`config.mk`:
```
export PLATFORM = sky130hd
export DESIGN_NAME = regdp_core
export DESIGN_NICKNAME = d
export VERILOG_FILES = /design/src/rtl/regdp_pkg.sv /design/src/rtl/regdp_ctrl.sv /design/src/rtl/regdp_alu.sv /design/src/rtl/regdp_regfile.sv /design/src/rtl/regdp_core.sv
export SDC_FILE = /design/constraint.sdc
export NUM_CORES = 1
export LEC_CHECK = 0
export BUFFER_PORTS_ARGS = -buffer_cell sky130_fd_sc_hd__buf_2
export CAP_MARGIN = 20
export CORE_ASPECT_RATIO = 1.1
export CORE_MARGIN = 8
export CORE_UTILIZATION = 43
export DETAILED_ROUTE_END_ITERATION = 10
export GPL_ROUTABILITY_DRIVEN = 0
export SLEW_MARGIN = 20
export SYNTH_ARGS = -nofsm -noshare
export SYNTH_HDL_FRONTEND = slang
export SYNTH_SLANG_ARGS = --single-unit
```
`constraint.sdc`:
```
create_clock -name clk -period 9.2 [get_ports clk]
set_clock_uncertainty 0.2 [all_clocks]
set_input_delay 1.38 -clock clk [delete_from_list [all_inputs] [get_ports clk]]
set_output_delay 1.38 -clock clk [all_outputs]
set_load 0.01 [all_outputs]
```
`src/rtl/regdp_pkg.sv`:
```
package regdp_pkg;
  localparam int NUM_REGS = 7;
  localparam int SEL_W    = 3;
  localparam int OPC_W    = 5;
  localparam int CW_W     = 3 * SEL_W + OPC_W;

  // field positions within the control word
  localparam int OPC_LSB  = 0;
  localparam int DST_LSB  = OPC_LSB + OPC_W;
  localparam int SRCB_LSB = DST_LSB + SEL_W;
  localparam int SRCA_LSB = SRCB_LSB + SEL_W;

  // dense internal operation code, decoded from the sparse opcode
  typedef enum logic [3:0] {
    ALU_PASS, ALU_INC, ALU_ADD, ALU_SUB, ALU_DEC,
    ALU_AND,  ALU_OR,  ALU_XOR, ALU_NOT, ALU_SHR,
    ALU_SHL,  ALU_ZERO
  } aluOp_e;

  // strobes from control to datapath
  typedef struct packed {
    logic [SEL_W-1:0]    srcA;
    logic [SEL_W-1:0]    srcB;
    logic [NUM_REGS-1:0] wrHot;
    aluOp_e              op;
  } strobe_t;
endpackage

```
`src/rtl/regdp_ctrl.sv`:
```
module regdp_ctrl
  import regdp_pkg::*;
(
  input  logic [CW_W-1:0] ctrlWord,
  output strobe_t         strobe
);
  logic [SEL_W-1:0] dstSel;
  logic [OPC_W-1:0] opc;
  aluOp_e           opDec;
  logic [NUM_REGS-1:0] wrHot;

  assign dstSel = ctrlWord[DST_LSB +: SEL_W];
  assign opc    = ctrlWord[OPC_LSB +: OPC_W];

  always_comb begin
    unique case (opc)
      5'b00000: opDec = ALU_PASS;
      5'b00001: opDec = ALU_INC;
      5'b00010: opDec = ALU_ADD;
      5'b00101: opDec = ALU_SUB;
      5'b00110: opDec = ALU_DEC;
      5'b01000: opDec = ALU_AND;
      5'b01010: opDec = ALU_OR;
      5'b01100: opDec = ALU_XOR;
      5'b01110: opDec = ALU_NOT;
      5'b10000: opDec = ALU_SHR;
      5'b11000: opDec = ALU_SHL;
      default:  opDec = ALU_ZERO;
    endcase
  end

  // destination decoder: code 0 selects no register
  for (genvar i = 0; i < NUM_REGS; i++) begin : g_wrDec
    assign wrHot[i] = (dstSel == SEL_W'(i + 1));
  end

  always_comb begin
    strobe.srcA  = ctrlWord[SRCA_LSB +: SEL_W];
    strobe.srcB  = ctrlWord[SRCB_LSB +: SEL_W];
    strobe.wrHot = wrHot;
    strobe.op    = opDec;
  end
endmodule

```
`src/rtl/regdp_alu.sv`:
```
module regdp_alu
  import regdp_pkg::*;
#(
  parameter int WIDTH = 16
) (
  input  logic [WIDTH-1:0] opA,
  input  logic [WIDTH-1:0] opB,
  input  aluOp_e           op,
  output logic [WIDTH-1:0] result
);
  localparam logic [WIDTH-1:0] ONE = WIDTH'(1);

  always_comb begin
    unique case (op)
      ALU_PASS: result = opA;
      ALU_INC:  result = opA + ONE;
      ALU_ADD:  result = opA + opB;
      ALU_SUB:  result = opA - opB;
      ALU_DEC:  result = opA - ONE;
      ALU_AND:  result = opA & opB;
      ALU_OR:   result = opA | opB;
      ALU_XOR:  result = opA ^ opB;
      ALU_NOT:  result = ~opA;
      ALU_SHR:  result = {1'b0, opA[WIDTH-1:1]};
      ALU_SHL:  result = {opA[WIDTH-2:0], 1'b0};
      default:  result = '0;
    endcase
  end
endmodule

```
`src/rtl/regdp_regfile.sv`:
```
module regdp_regfile
  import regdp_pkg::*;
#(
  parameter int WIDTH = 16
) (
  input  logic                clk,
  input  logic                rst,
  input  logic [NUM_REGS-1:0] wrHot,
  input  logic [WIDTH-1:0]    wrData,
  input  logic [SEL_W-1:0]    srcA,
  input  logic [SEL_W-1:0]    srcB,
  input  logic [WIDTH-1:0]    extIn,
  output logic [WIDTH-1:0]    busA,
  output logic [WIDTH-1:0]    busB
);
  logic [NUM_REGS-1:0][WIDTH-1:0] regBank;

  for (genvar i = 0; i < NUM_REGS; i++) begin : g_reg
    logic [WIDTH-1:0] regQ;
    always_ff @(posedge clk) begin
      if (rst)           regQ <= '0;
      else if (wrHot[i]) regQ <= wrData;
    end
    assign regBank[i] = regQ;
  end

  // source code 0 picks the external word, n picks register n
  always_comb begin
    busA = (srcA == '0) ? extIn : regBank[srcA - SEL_W'(1)];
    busB = (srcB == '0) ? extIn : regBank[srcB - SEL_W'(1)];
  end
endmodule

```
`src/rtl/regdp_core.sv`:
```
module regdp_core
  import regdp_pkg::*;
#(
  parameter int WIDTH = 16
) (
  input  logic             clk,
  input  logic             rst,
  input  logic [CW_W-1:0]  ctrlWord,
  input  logic [WIDTH-1:0] dataIn,
  output logic [WIDTH-1:0] dataOut
);
  strobe_t          strobe;
  logic [WIDTH-1:0] busA;
  logic [WIDTH-1:0] busB;
  logic [WIDTH-1:0] aluY;

  regdp_ctrl u_ctrl (
    .ctrlWord (ctrlWord),
    .strobe   (strobe)
  );

  regdp_regfile #(.WIDTH(WIDTH)) u_regs (
    .clk    (clk),
    .rst    (rst),
    .wrHot  (strobe.wrHot),
    .wrData (aluY),
    .srcA   (strobe.srcA),
    .srcB   (strobe.srcB),
    .extIn  (dataIn),
    .busA   (busA),
    .busB   (busB)
  );

  regdp_alu #(.WIDTH(WIDTH)) u_alu (
    .opA    (busA),
    .opB    (busB),
    .op     (strobe.op),
    .result (aluY)
  );

  assign dataOut = aluY;
endmodule

```
## Word level (Yosys, flattened, before mapping)

Memories as Yosys holds them, arrays and structs flattened.
Cells that the tools add are included.

- Add/sub/neg operators: 6
- Magnitude comparators: 2
- Equal/unequal tests: 17
- Mux-type cells: 7
- Bitwise gates (word level): 4
- Reduce and logical (&&, ||, !) cells: 3

Operators by type and width:

| kind | number |
|---|---|
| one-hot mux 16 bit (11 select lines) | 1 |
| binary-select mux 16 bit (select 3 bit) | 2 |
| 2-to-1 mux 16 bit | 4 |
| adder 16 x 1 -> 16 bit, second input constant | 1 |
| adder 16 bit | 1 |
| bitwise AND 16 bit | 1 |
| == test 4 x 3 -> 1 bit, second input constant | 4 |
| NOT 16 bit | 1 |
| bitwise OR 16 bit | 1 |
| subtractor 16 x 1 -> 16 bit, second input constant | 1 |
| subtractor 16 bit | 1 |
| bitwise XOR 16 bit | 1 |
| == test 3 bit, second input constant | 4 |
| == test 4 bit, second input constant | 3 |
| == test 4 x 2 -> 1 bit, second input constant | 2 |
| less-than comparator 3 x 4 -> 1 bit, second input constant | 2 |
| == test 3 x 2 -> 1 bit, second input constant | 2 |
| zero test 3 bit | 2 |
| subtractor 3 x 1 -> 3 bit, second input constant | 2 |
| == test 4 x 1 -> 1 bit, second input constant | 1 |
| zero test 4 bit | 1 |
| == test 3 x 1 -> 1 bit, second input constant | 1 |

- Register bits: 112
- ROM bits: 128
- Input bits: 32
- Output and inout port bits: 16
- Word-level logic and storage cells: 47
- Memories kept: 1

Memories:

| name | depth | width | read ports | clocked after memory_dff | write ports | RTL line | source |
|---|---|---|---|---|---|---|---|
| (name not given) | 32 | 4 | 1 | 0 | 0 | regdp_ctrl.sv:16 | `unique case (opc)` |

## Depth between registers and ports, before layout

Gate-level depths: netlist of run 1.

- Word-level depth: 6
- Mapped depth: 27
- Gate-level depth less buffers: 22

## Hierarchy

From an unflattened synthesis of run 1, not the netlist that was laid out.

- Cells, all modules: 996
- Area, all modules: 9,173.8 um2

Modules (own cells, without submodules):

| module | instances | cells each | area each (um2) | sequential area each (um2) |
|---|---|---|---|---|
| regdp_regfile | 1 | 598 | 6,311.1 | 2,242.2 |
| regdp_alu | 1 | 359 | 2,581.2 | 0.0 |
| regdp_ctrl | 1 | 39 | 281.5 | 0.0 |

## Least setup slack after synthesis of run 1

Ideal clock, no wire load.

- Path kind: input to output
- From: input port ctrlWord[8]
- To: output port dataOut[15]
- Data arrival time: 6.257 ns
- Data required time: 7.620 ns
- Slack: 1.363 ns
- Stages: 27
- Path buffers: 6
- Cell sequence: buf_4 > buf_2 > buf_2 > inv_2 > ha_1 > buf_6 > buf_6 > buf_6 > mux2_1 > a221oi_1 > o31ai_2 > nor3_1 > and3_1 > nor2_1 > xnor2_1 > a21oi_1 > ha_1 > nand2_1 > a211oi_1 > o31ai_1 > a211oi_1 > o21a_1 > o21bai_1 > a32oi_1 > xnor3_1 > a21oi_4 > inv_2

- Longest elaborated chain between the ends: 6
- Elaborated cells on any way between the ends: 11
- Those cells by class: add/sub: 3; mux: 4; bitwise: 3; reduce/logical: 1

RTL lines:

| element | RTL line | source |
|---|---|---|
| start: declaration | regdp_core.sv:8 | `input logic [CW_W-1:0] ctrlWord,` |
| subtractor 3 x 1 -> 3 bit | regdp_regfile.sv:30 | `busB = (srcB == '0) ? extIn : regBank[srcB - SEL_W'(1)];` |
| binary-select mux 16 bit (select 3 bit) | regdp_regfile.sv:30 |  |
| 2-to-1 mux 16 bit (implied by the code) | regdp_regfile.sv:30 |  |
| 2-to-1 mux 16 bit (*) | regdp_regfile.sv:30 |  |
| subtractor 16 bit (tied with other cells) | regdp_alu.sv:18 | `ALU_SUB: result = opA - opB;` |
| one-hot mux 16 bit (11 select lines) (*) | regdp_alu.sv:14 | `unique case (op)` |
| end: declaration | regdp_core.sv:10 | `output logic [WIDTH-1:0] dataOut` |

Every way passes the cells marked *; elsewhere a longest branch is shown, timed or not. The select of a mux whose other input is x is not followed.

## Worst setup path after layout of run 1

Same ends and word-level chain as after synthesis.

==> impl_metrics.tcl, run 1 <==
set metrics [dict create \
    status "complete, but fails checks" \
    violations "design-rule violations" \
    crit_chain "buf_2 > inv_2 > ha_2 > buf_4 > mux2_1 > a221oi_1 > o31ai_2 > nor3_1 > and3_1 > nor2_1 > xnor2_1 > a21oi_1 > ha_1 > nand2_1 > a211oi_1 > o31ai_1 > a211oi_1 > o21a_1 > o21bai_1 > a32oi_1 > xnor3_1 > a21oi_4 > inv_2 > buf_2" \
    io_buffers 47 \
    vias 7741 \
    ys_seq_area_frac 0.255 \
    finalCriticalPeriod_ns 8.47 \
    power.density_nw_per_um2 159 \
    crit_type "primary input to primary output" \
    timing.slew.headroom 0.308 \
    hold_path.startpoint "u_regs.g_reg[0].regQ[11]" \
    dpl.hpwl_um 18500 \
    syn_inst 1008 \
    syn_area_um2 8810 \
    clkPwrFrac 0.278 \
    regMostFlops "u_regs.g.regQ" \
    synth_top_cell_area_share 0.255 \
    report.final.slew_viol_count 0 \
    syn_nets 1099 \
    intPower_uw 975 \
    fp.dieW_um 152 \
    antenna_found_initial 0 \
    synth_edf_count 0 \
    grt_pass1_vias 7504 \
    instances_no_fill 1277 \
    p_sw_uw 555 \
    rrSetupSlack_ns 4.17 \
    fmax_ghz 0.118 \
    cp.required_ns 7.62 \
    core_um2 20400 \
    min_period_over_period 0.921 \
    largestRegisters "u_regs.g.regQ: 112 flops" \
    switching_share 0.363 \
    power.leakage_uw 0.00379 \
    finalNetCount 1107 \
    wl_per_cell_um 20.6 \
    synth_area_leader_cell "dfxtp_1" \
    clk_latency_ns 0.35 \
    ctsRootBufferMaster "clkbuf_16" \
    combPwrFrac 0.377 \
    yosysWarningCount 0 \
    ant_nets 0 \
    worst_path_largest_cell_delay_ns 0.69 \
    grt_pass1_wl_um 42500 \
    setup_viol 0 \
    r2r_end "u_regs.g_reg[6].regQ[15]" \
    hold_viol_final 0 \
    dieArea_um2 25300 \
    crit_start "ctrlWord[8]" \
    holdWs_ns 0.313 \
    via_per_inst 6.06 \
    layout-drive-gt1-share 0.197 \
    cts_made_buffers 9 \
    num_rows 55 \
    ioPinCount 48 \
    post_cts_buffers 0 \
    path_max_fanout 18 \
    cp.arrival_ns 6.89 \
    syn_area_per_cell_um2 8.74 \
    ctsHoldBuffers 0 \
    synth.most_common_cell "nor2_1" \
    cts_sinks 112 \
    cp-endpoint "dataOut[15]" \
    drt_wl_total_um 26300 \
    design_power_total_uw 1530 \
    grt_max_degree 73 \
    critPathSlowestCell "ha_2" \
    syn_to_final_growth_pct 9.23 \
    yosysUniqueCellTypes 66 \
    drt-initial-drc-count 701 \
    drv_cap 0 \
    reg2reg_depth 19 \
    cts_tree "yes" \
    die_height_um 166 \
    grtUsageTotal 0.205 \
    drc 1 \
    rsz0062_at_grt "no" \
    end_kind "primary output" \
    ys_seq_elements 112 \
    cpLargestDelayFamily "compound AO/OA/AOI/OAI gates" \
    cp.depth 24 \
    synth_area_leaders "dfxtp_1, ha_1, a211oi_1" \
    clockBufferDepth 2 \
    synth-async-reset-ratio 0 \
    synthTopCellsByCount "nor2_1, dfxtp_1, a211oi_1" \
    dp.cells 1261 \
    vdd_drop_max_uv 82.0 \
    timing.rr.start "u_regs.g_reg[0].regQ[0]" \
    start_util 0.432 \
    cts.repair.resized 0 \
    first_pass_iters 8 \
    synth_ff_type "dfxtp_1" \
    largest_register_ffs 112 \
    hold_class "flip-flop to flip-flop" \
    utilization 0.472 \
    n_antenna_cell 0 \
    seq_power_share 0.345 \
    worst_slew_pin_slew_ns 1.03 \
    h-tree-depth 3 \
    fin_tns_setup_ns 0 \
    cp.buffers_inverters 5 \
    grt-ovfl-total 0 \
    cts.reportedPaths.clkPinSlew_ns 0.07 \
    worstSetupStartpointType "primary input" \
]
power by group through the flow:
stage / Clock [µW] / Sequential (µW) / Combinational [µW]
floorplan: 0 / 533 / 410
global placement: 0 / 538 / 565
detailed placement: 0 / 539 / 569
CTS: 433 / 527 / 572
global route: 450 / 531 / 631
finish: 426 / 528 / 576
cell usage in the layout, fill, tap and decap left out, types with 3 or more instances in the layout:
cell type,n
o21a_1,16
clkbuf_16,9
buf_2,46
o21ai_0,26
a211oi_2,8
a31oi_1,8
nand2_1,49
mux2_1,16
nand2b_1,6
buf_4,35
nor3b_1,3
inv_2,5
o21bai_1,3
xor2_1,4
o22ai_1,16
inv_1,54
nor4_2,3
ha_1,56
dfxtp_1,112
mux2_2,19
a221oi_1,27
a222oi_1,4
mux4_2,32
o31ai_2,8
nor3_1,7
a22oi_1,12
nor2b_1,5
a211oi_1,96
and3_1,6
mux2i_1,42
nor3b_2,3
nor2_1,160
xnor2_1,21
a221oi_2,9
a21oi_1,32
nor2_2,3
nand3_1,8
o31a_1,5
o31a_2,3
metrics by stage:
| stage | worst slack [ns] | instance area (µm²) |
|---|---|---|
| 6_report | 0.730 | 9620 |
| 5_1_grt | 0.121 | 9620 |
| 4_1_cts | 0.733 | 9620 |
| 3_5_place_dp | 0.746 | 9300 |
| 3_3_place_gp | 0.860 | 9300 |
| 2_1_floorplan | 1.36 | 8810 |
worst min-delay path by stage:
| stage | end | cells past startpoint |
|---|---|---|
| final | u_regs.g_reg[0].regQ[11] | 2 |
| after global placement | u_regs.g_reg[0].regQ[3] | 2 |
| after CTS | u_regs.g_reg[4].regQ[0] | 2 |
| after global routing | u_regs.g_reg[0].regQ[14] | 2 |
| after detailed placement | u_regs.g_reg[2].regQ[0] | 2 |
| after floorplan | u_regs.g_reg[2].regQ[13] | 2 |
layout make-up:
type / count / area, µm²
timing repair buffer: 81 / 493
clock buffer: 11 / 233
fill: 2020 / 10700
tap: 256 / 320
clock inverter: 5 / 86.3
inverter: 61 / 229
multi-input combinational: 751 / 6020
sequential: 112 / 2240
cells by family after synthesis:
| family | share of synthesized area |
|---|---|
| AO/OA/AOI/OAI | 0.255 |
| AND/OR/NAND/NOR | 0.130 |
| multiplexers | 0.177 |
| adder cells (fa/ha/maj) | 0.0846 |
| buffers and inverters | 0.0679 |
| XOR/XNOR | 0.0311 |
| flip-flops | 0.255 |
routing by layer:
metal / GRT usage / wire [µm] / vias to the layer above / part of all wire
met5: 0 / 0 / - / 0
li1: - / - / 3735 / -
met4: 0.0603 / 448 / 0 / 0.017
met3: 0.0232 / 1360 / 32 / 0.052
met2: 0.324 / 12100 / 255 / 0.46
met1: 0.287 / 12400 / 3719 / 0.47
worst register-to-register path: stages (launching register included):
cell and delay (ns):
dfxtp_1 0.33, mux4_2 0.46, nor2_1 0.20, o31a_1 0.32, ha_1 0.27, nand3_1 0.12
nor3_1 0.32, nor2_1 0.10, xnor2_1 0.17, a21oi_1 0.09, ha_1 0.24, or3_1 0.37
o21ai_0 0.11, a211oi_1 0.10, o21a_1 0.23, o21bai_1 0.15, a32oi_1 0.14, xnor3_1 0.41
a21oi_4 0.42, a211oi_2 0.12
(Power assumes the default switching activity.)
==> run 2: changes to the inputs <==
--- a/config.mk
+++ b/config.mk
@@ -8,5 +8,5 @@
 export BUFFER_PORTS_ARGS = -buffer_cell sky130_fd_sc_hd__buf_2
 export CAP_MARGIN = 20
-export CORE_ASPECT_RATIO = 1.1
+export CORE_ASPECT_RATIO = 1.25
 export CORE_MARGIN = 8
 export CORE_UTILIZATION = 43
==> constraint.sdc (replaced) <==
create_clock -name clk -period 9.2 [get_ports clk]
set_clock_uncertainty 0.2 [all_clocks]
set_input_delay 1.38 -clock clk [delete_from_list [all_inputs] [get_ports clk]]
set_output_delay 1.38 -clock clk [all_outputs]
set_load 0.02 [all_outputs]
==> impl_metrics.tcl, run 2 (synthesized netlist as in run 1, its figures left out) <==
set metrics [dict create \
    cts_made_buffers 9 \
    num_rows 58 \
    end_kind "primary output" \
    report.final.slew_viol_count 0 \
    clkPwrFrac 0.258 \
    antenna_found_initial 0 \
    cts.repair.resized 0 \
    drt-initial-drc-count 577 \
    path_max_fanout 19 \
    power.leakage_uw 0.00380 \
    p_sw_uw 573 \
    ctsHoldBuffers 0 \
    largestRegisters "u_regs.g.regQ: 112 flops" \
    via_per_inst 5.92 \
    cts_sinks 112 \
    first_pass_iters 5 \
    rsz0062_at_grt "no" \
    hold_class "flip-flop to flip-flop" \
    cp.arrival_ns 6.81 \
    cts_tree "yes" \
    regMostFlops "u_regs.g.regQ" \
    wl_per_cell_um 20.1 \
    hold_viol_final 0 \
    grt-ovfl-total 0 \
    min_period_over_period 0.912 \
    vias 7671 \
    die_height_um 176 \
    timing.slew.headroom 0.456 \
    fin_area_um2 9650 \
    clk_latency_ns 0.36 \
    vdd_drop_max_uv 86.1 \
    fp.dieW_um 144 \
    ctsRootBufferMaster "clkbuf_16" \
    fin_tns_setup_ns 0 \
    status "finished clean" \
    intPower_uw 934 \
    grtUsageTotal 0.208 \
    ioPinCount 48 \
    core_um2 20100 \
    switching_share 0.380 \
    worst_slack_ns 0.808 \
    start_util 0.438 \
    fmax_ghz 0.119 \
    mostFrequentLayoutCells "nor2_1, dfxtp_1, a211oi_1, ha_1, inv_1" \
    crit_type "primary input to primary output" \
    syn_to_final_growth_pct 9.59 \
    cts.reportedPaths.clkPinSlew_ns 0.07 \
    clockBufferDepth 2 \
    grt_pass1_vias 7519 \
    drc 0 \
    n_antenna_cell 0 \
    setup_viol 0 \
    h-tree-depth 3 \
    place_area_um2 9360 \
    grt_max_degree 75 \
    dpl.hpwl_um 18400 \
    grt_pass1_wl_um 41800 \
    combPwrFrac 0.391 \
    io_buffers 47 \
    ant_nets 0 \
    dieArea_um2 25400 \
    final_common_cell "nor2_1" \
    cp.required_ns 7.62 \
    pre_cts_ws_ns 0.853 \
    finalCriticalPeriod_ns 8.39 \
    worstSetupStartpointType "primary input" \
    worst_slew_pin_slew_ns 0.816 \
    power.density_nw_per_um2 156 \
    layout-drive-gt1-share 0.203 \
    seq_power_share 0.351 \
    finalNetCount 1112 \
    drv_cap 0 \
    drt_wl_total_um 26100 \
    post_cts_buffers 0 \
    largest_register_ffs 112 \
]
## run 2: changes by cell type in the layout (fill, tap and decap cells not counted)
cell	delta
inv_6	-1
clkbuf_1	-1
inv_8	+2
bufinv_16	-2
buf_4	+5
clkbuf_8	+1
clkinvlp_4	+1
nor3b_2	+1
nor3b_1	-1
## run 2: stage by stage
step,power (µW),util,hold WS [ns],cells
detailed placement,1120,0.466,0.298,1280
global route,1590,0.480,0.324,1296
global placement,1120,0.466,0.284,1280
floorplan,954,-,0.256,1008
CTS,1510,0.480,0.308,1296
finish,1510,0.480,0.308,1296
## run 2: cell type report
class	instances	area (µm²)
multi-input combinational	751	6020
clock buffer	11	243
sequential	112	2240
tap	270	338
timing repair buffer	86	531
fill	1964	10400
clock inverter	5	47.5
inverter	61	229
## run 2: worst paths after layout
kind	end	slack, ns	startpoint	cells after the start
max	dataOut[15]	0.81	ctrlWord[8]	24
min	u_regs.g_reg[2].regQ[13]	0.31	u_regs.g_reg[2].regQ[13]	2
max reg2reg	u_regs.g_reg[5].regQ[10]	4.19	u_regs.g_reg[4].regQ[0]	19
min reg2reg	u_regs.g_reg[2].regQ[13]	0.31	u_regs.g_reg[2].regQ[13]	2
## run 2: worst max-delay path, stage by stage
cell and delay, ns:
buf_2 0.11, inv_2 0.05, ha_2 0.58, buf_4 0.42
mux2_1 0.37, a221oi_1 0.34, o31ai_2 0.15, nor3_1 0.27
and3_1 0.23, nor2_1 0.06, xnor2_1 0.15, a21oi_1 0.08
ha_1 0.35, nand2_1 0.08, a211oi_1 0.22, o31ai_1 0.14
a211oi_1 0.28, o21a_1 0.20, o21bai_1 0.07, a32oi_1 0.26
xnor3_1 0.40, a21oi_4 0.41, inv_2 0.04, buf_2 0.16
## run 2: per-layer routing
layer  up-vias  routed length [µm]  global-route usage
li1       3752                   -                   -
met1      3687               12100               0.273
met2       196               12300               0.342
met3        36                1210              0.0316
met4         0                 520              0.0654
met5         -                   0                   0
## run 2: power by group through the flow
stage	Combinational [µW]	Clock, µW	Sequential, µW
final	588	389	529
after global routing	645	411	532
after floorplan	422	0	533
after CTS	588	395	528
after detailed placement	585	0	539
after global placement	579	0	539
